### src/rtl/gpio_od_pkg.sv
package gpio_od_pkg;

    localparam int ADDR_W      = 2;
    localparam int CTRL_OD_BIT = 0;

    typedef enum logic [ADDR_W-1:0] {
        REG_DATA = 2'd0,
        REG_DIR  = 2'd1,
        REG_CTRL = 2'd2,
        REG_RSVD = 2'd3
    } reg_addr_e;

    typedef struct packed {
        logic      wr;
        reg_addr_e addr;
    } bus_cmd_t;

    // Open-drain only counts while the device is in single-chip mode.
    function automatic logic od_effective(input logic od_bit, input logic single_chip);
        return od_bit & single_chip;
    endfunction

endpackage

### src/rtl/gpio_od_sync.sv
module gpio_od_sync #(
    parameter int W      = 8,
    parameter int STAGES = 2
) (
    input  logic         clk,
    input  logic         rst,
    input  logic [W-1:0] d,
    output logic [W-1:0] q
);
    logic [W-1:0] stage_q [STAGES];

    generate
        for (genvar s = 0; s < STAGES; s++) begin : g_stage
            if (s == 0) begin : g_first
                always_ff @(posedge clk) begin
                    if (rst) stage_q[0] <= '0;
                    else     stage_q[0] <= d;
                end
            end else begin : g_next
                always_ff @(posedge clk) begin
                    if (rst) stage_q[s] <= '0;
                    else     stage_q[s] <= stage_q[s-1];
                end
            end
        end
    endgenerate

    assign q = stage_q[STAGES-1];
endmodule

### src/rtl/gpio_od_regs.sv
module gpio_od_regs
    import gpio_od_pkg::*;
#(
    parameter int W = 8
) (
    input  logic         clk,
    input  logic         rst,
    input  bus_cmd_t     cmd,
    input  logic [W-1:0] wdata,
    input  logic [W-1:0] pin_sync,
    output logic [W-1:0] ddr_q,
    output logic [W-1:0] latch_q,
    output logic         od_q,
    output logic [W-1:0] rdata
);
    logic [W-1:0] data_view;
    logic [W-1:0] ctrl_view;

    always_ff @(posedge clk) begin
        if (rst) begin
            ddr_q   <= '0;
            latch_q <= '0;
            od_q    <= 1'b0;
        end else if (cmd.wr) begin
            unique case (cmd.addr)
                REG_DATA: latch_q <= wdata;
                REG_DIR:  ddr_q   <= wdata;
                REG_CTRL: od_q    <= wdata[CTRL_OD_BIT];
                default:  ;
            endcase
        end
    end

    // Per-bit source selection for data reads.
    generate
        for (genvar i = 0; i < W; i++) begin : g_view
            assign data_view[i] = ddr_q[i] ? latch_q[i] : pin_sync[i];
        end
    endgenerate

    always_comb begin
        ctrl_view              = '0;
        ctrl_view[CTRL_OD_BIT] = od_q;
    end

    always_comb begin
        unique case (cmd.addr)
            REG_DATA: rdata = data_view;
            REG_DIR:  rdata = ddr_q;
            REG_CTRL: rdata = ctrl_view;
            default:  rdata = '0;
        endcase
    end
endmodule

### src/rtl/gpio_od_drive.sv
module gpio_od_drive
    import gpio_od_pkg::*;
#(
    parameter int W = 8
) (
    input  logic [W-1:0] ddr_q,
    input  logic [W-1:0] latch_q,
    input  logic         od_q,
    input  logic         single_chip,
    output logic [W-1:0] pin_out,
    output logic [W-1:0] pin_oe
);
    logic od_on;
    assign od_on = od_effective(od_q, single_chip);

    generate
        for (genvar i = 0; i < W; i++) begin : g_pin
            // Open-drain: the high side is off, so a 1 releases the pin.
            assign pin_oe[i]  = ddr_q[i] & ~(od_on & latch_q[i]);
            assign pin_out[i] = latch_q[i];
        end
    endgenerate
endmodule

### src/rtl/gpio_od_port.sv
module gpio_od_port
    import gpio_od_pkg::*;
#(
    parameter int W         = 8,
    parameter int SYNC_DEPTH = 2
) (
    input  logic              clk,
    input  logic              rst,
    input  logic              single_chip,
    input  logic              reg_wr,
    input  logic [ADDR_W-1:0] reg_addr,
    input  logic [W-1:0]      reg_wdata,
    output logic [W-1:0]      reg_rdata,
    input  logic [W-1:0]      pin_in,
    output logic [W-1:0]      pin_out,
    output logic [W-1:0]      pin_oe
);
    bus_cmd_t     cmd;
    logic [W-1:0] pin_sync;
    logic [W-1:0] ddr_q;
    logic [W-1:0] latch_q;
    logic         od_q;

    assign cmd.wr   = reg_wr;
    assign cmd.addr = reg_addr_e'(reg_addr);

    gpio_od_sync #(.W(W), .STAGES(SYNC_DEPTH)) u_sync (
        .clk (clk),
        .rst (rst),
        .d   (pin_in),
        .q   (pin_sync)
    );

    gpio_od_regs #(.W(W)) u_regs (
        .clk      (clk),
        .rst      (rst),
        .cmd      (cmd),
        .wdata    (reg_wdata),
        .pin_sync (pin_sync),
        .ddr_q    (ddr_q),
        .latch_q  (latch_q),
        .od_q     (od_q),
        .rdata    (reg_rdata)
    );

    gpio_od_drive #(.W(W)) u_drive (
        .ddr_q       (ddr_q),
        .latch_q     (latch_q),
        .od_q        (od_q),
        .single_chip (single_chip),
        .pin_out     (pin_out),
        .pin_oe      (pin_oe)
    );
endmodule

### config.mk
export PLATFORM = sky130hd
export DESIGN_NAME = gpio_od_port
export DESIGN_NICKNAME = d
export VERILOG_FILES = /design/src/rtl/gpio_od_pkg.sv /design/src/rtl/gpio_od_sync.sv /design/src/rtl/gpio_od_regs.sv /design/src/rtl/gpio_od_drive.sv /design/src/rtl/gpio_od_port.sv
export SDC_FILE = /design/constraint.sdc
export NUM_CORES = 1
export LEC_CHECK = 0
export BUFFER_PORTS_ARGS = -buffer_cell sky130_fd_sc_hd__buf_2
export CORE_ASPECT_RATIO = 0.6
export CORE_UTILIZATION = 48
export CTS_CLUSTER_DIAMETER = 30
export DETAILED_ROUTE_END_ITERATION = 8
export PLACE_DENSITY = 0.77
export RECOVER_POWER = 50
export SYNTH_ARGS = -nofsm -noshare
export SYNTH_HDL_FRONTEND = slang
export SYNTH_SLANG_ARGS = --single-unit
### constraint.sdc
create_clock -name clk -period 1.05 [get_ports clk]
set_input_delay 0.21 -clock clk [delete_from_list [all_inputs] [get_ports clk]]
set_output_delay 0.21 -clock clk [all_outputs]
set_load 0.01 [all_outputs]
==> out/summary.txt <==
Core Region - 2520 µm²
average wire per cell in the routed design - 14.6 µm
Root Buffer - clkbuf_8
area of the multi-input gates - 656 µm²
critical path class - flop to output port
antenna diode count - 0
Final min period - 1490 ps
flops & latches, synth - 33
die span in y - 42.2 µm
utilization after layout - 73.4%
failing checks - negative setup slack
critical path peak fanout - 2
port bufs - 45
Remaining Overflow, GRT - 0
Mapped Nets - 170
clk buf depth - 2
LEAKAGE - 0.819 nW
ratio of final minimum period to clock period - 142%
PwrDens - 1350 nW/µm²
Rows - 14
Worst path slowest cell - or3b_4
placed cell count - 236
Reg clk slew, reported paths - 60 ps
CTS Hold Buffers Added - 0
die area - 2910 µm²
Setup crit start kind - flop
drc violations - 0
worst relative slew slack - 57.0%
final slew viol count - 0
Syn Area/Cell - 8.72 µm²
Synthesis Warnings - 0
CP Data Arrival Time - 1280 ps
TritonCTS buffer count - 5
cell-by-cell trace of the critical path - or3b_4 -> a21oi_2 -> buf_2
1st-pass router iterations - 4
final RePlAce weighted congestion - 0.800
Worst setup EP type - output port
count of cell types in the netlist - 18
largest net degree at the start of global routing - 34
initial antenna violation count - 0
Vias - 1,269
setup ws final - -442 ps
post-route ant nets - 0
Max Fclk - 670 MHz
first-pass GRT wire length - 5440 µm
Max-Cap Viols - 0
post-synthesis cell count - 148
vias in the first global route - 1,204
drt total wl - 3560 µm
clock skew - 7.11 ps
Tightest Pin Transition - 645 ps
Via density - 5.22
register area share after synthesis - 51.2%
FILL cells - 183
status - finished with violations
reg2reg start - u_regs.od_q$_SDFFE_PP0P_
final number of setup-violating endpoints - 17
RSZ-0062 raised after global routing - true
final cell count without fillers - 243
I/O pin count - 46
Iter 0 DRT Violations - 97
Crit. Startpoint - u_regs.ddr_q[4]$_SDFFE_PP0P_
share of cells above drive strength 1 - 53.1%
WP data required - 840 ps
starting density of the core - 51.2%
Layout Nets - 234
VDD IR max - 0.993 mV
hpwl dp - 2410 µm
Skew-Pair Late Insertion Delay - 290 ps
total track usage - 27.4%
Die W - 69.0 µm
Hold WC Path Type - input port to flop
clock sinks - 33
CTS tree - built
CTS H-tree depth - 2
Seq. cell area - 684 µm²
Worst path max stage delay - 370 ps
final hold vios - 0
Hold Startpoint - pin_in[5]
Post-Syn Area - 1290 µm²
area growth from synthesis to layout - 43.3%
==> metrics by stage <==
stage	total power [W]	hold slack (ps)	setup TNS, ps	cell area, µm²	setup WS [ps]
after CTS	0.00250	121	-5070	1820	-448
after global routing	0.00260	127	-5640	1850	-459
after detailed placement	0.00164	422	-6630	1710	-355
after global placement	0.00162	417	-5390	1710	-263
final	0.00250	126	-5010	1850	-442
after floorplan	0.00149	282	-501	1330	-45.8
==> final cells by class <==
cell class              instances  share of cell area, %
flip-flops and latches         33                   37.0
multi-input cells             105                   35.4
repair buffers                 66                   21.2
clock buffers                   5                   3.72
well taps                      32                   2.16
clock inverters                 1                  0.270
inverters                       1                  0.203
==> logic make-up after synthesis <==
kind of cell | after synthesis | synth area share, %
simple gates | 63 | 26.8
flops | 33 | 51.2
compound gates | 41 | 17.8
mux | 1 | 0.775
buf+inv | 10 | 3.39
==> Yosys cell counts <==
cell type | n | area share (%)
or3b_1 | 8 | 5.4
nand2_1 | 33 | 9.6
buf_2 | 5 | 1.9
and3b_1 | 1 | 0.68
nor3b_4 | 1 | 1.5
and2_1 | 1 | 0.48
nor2_1 | 1 | 0.29
clkbuf_1 | 4 | 1.2
nand3b_1 | 2 | 1.2
inv_1 | 1 | 0.29
nor2b_1 | 16 | 7.8
o22ai_1 | 1 | 0.48
dfxtp_1 | 33 | 51
o31a_1 | 1 | 0.68
a21boi_0 | 8 | 4.7
mux2i_1 | 1 | 0.78
o21ai_0 | 8 | 3.1
a21oi_1 | 23 | 8.9
==> metal layers <==
layer / wire length, µm / up-vias / global-route usage [%]
li1: - / 620 / -
met1: 1510 / 581 / 31.8
met2: 1690 / 54 / 43.5
met3: 221 / 14 / 8.42
met4: 128 / 0 / 17.1
met5: 0 / - / 0
==> critical path: cells and delay by family, from the launching register on <==
family / cells / cell delay, ps
flip-flops: 1 / 320
AND/OR/NAND/NOR: 1 / 370
AO/OA/AOI/OAI: 1 / 150
buffers and inverters: 1 / 150
==> registers in the layout (all words and copies together), names as in the netlist <==
name	flops
u_sync.stage_q	16
u_regs.ddr_q	8
u_regs.latch_q	8
u_regs.od_q	1
==> final timing paths <==
kind,to,slack (ps),cells after the start
hold reg to reg,u_sync.stage_q[1][1]$_SDFF_PP0_,440,1
setup reg to reg,u_regs.od_q$_SDFFE_PP0P_,290,3
setup / recovery,reg_rdata[4],-440,3
hold / removal,u_sync.stage_q[0][5]$_SDFF_PP0_,130,2
==> placed cells by master (no fill, tap or decap), drive strengths merged <==
cell	count
buf	64
nand2	33
dfxtp	33
a21oi	23
nor2b	16
o21ai	8
a21boi	8
or3b	8
clkbuf	7
nand3b	2
inv	1
o31a	1
o22ai	1
and2	1
nor3b	1
and3b	1
mux2i	1
nor2	1
clkinv	1
==> repair_timing <==
| action | 4_1_cts | 5_1_grt |
|---|---|---|
| pin swaps | 12 | 6 |
| cloned | 0 | 0 |
| endpoints found under the hold margin | 0 | 0 |
| buffers inserted | 0 | 2 |
| gates resized for setup | 21 | 20 |
| setup endpoints to repair | 17 | 33 |
==> report_power, final <==
| part | leakage, nW | total (W) | switching (W) | internal (W) |
|---|---|---|---|---|
| clock | 0.0399 | 0.000873 | 0.000438 | 0.000435 |
| combinational | 0.500 | 0.000298 | 0.000150 | 0.000147 |
| sequential | 0.279 | 0.00133 | 0.0000247 | 0.00131 |
| total | 0.819 | 0.00250 | 0.000613 | 0.00189 |
No activity file was read; power rests on OpenSTA's default activity.
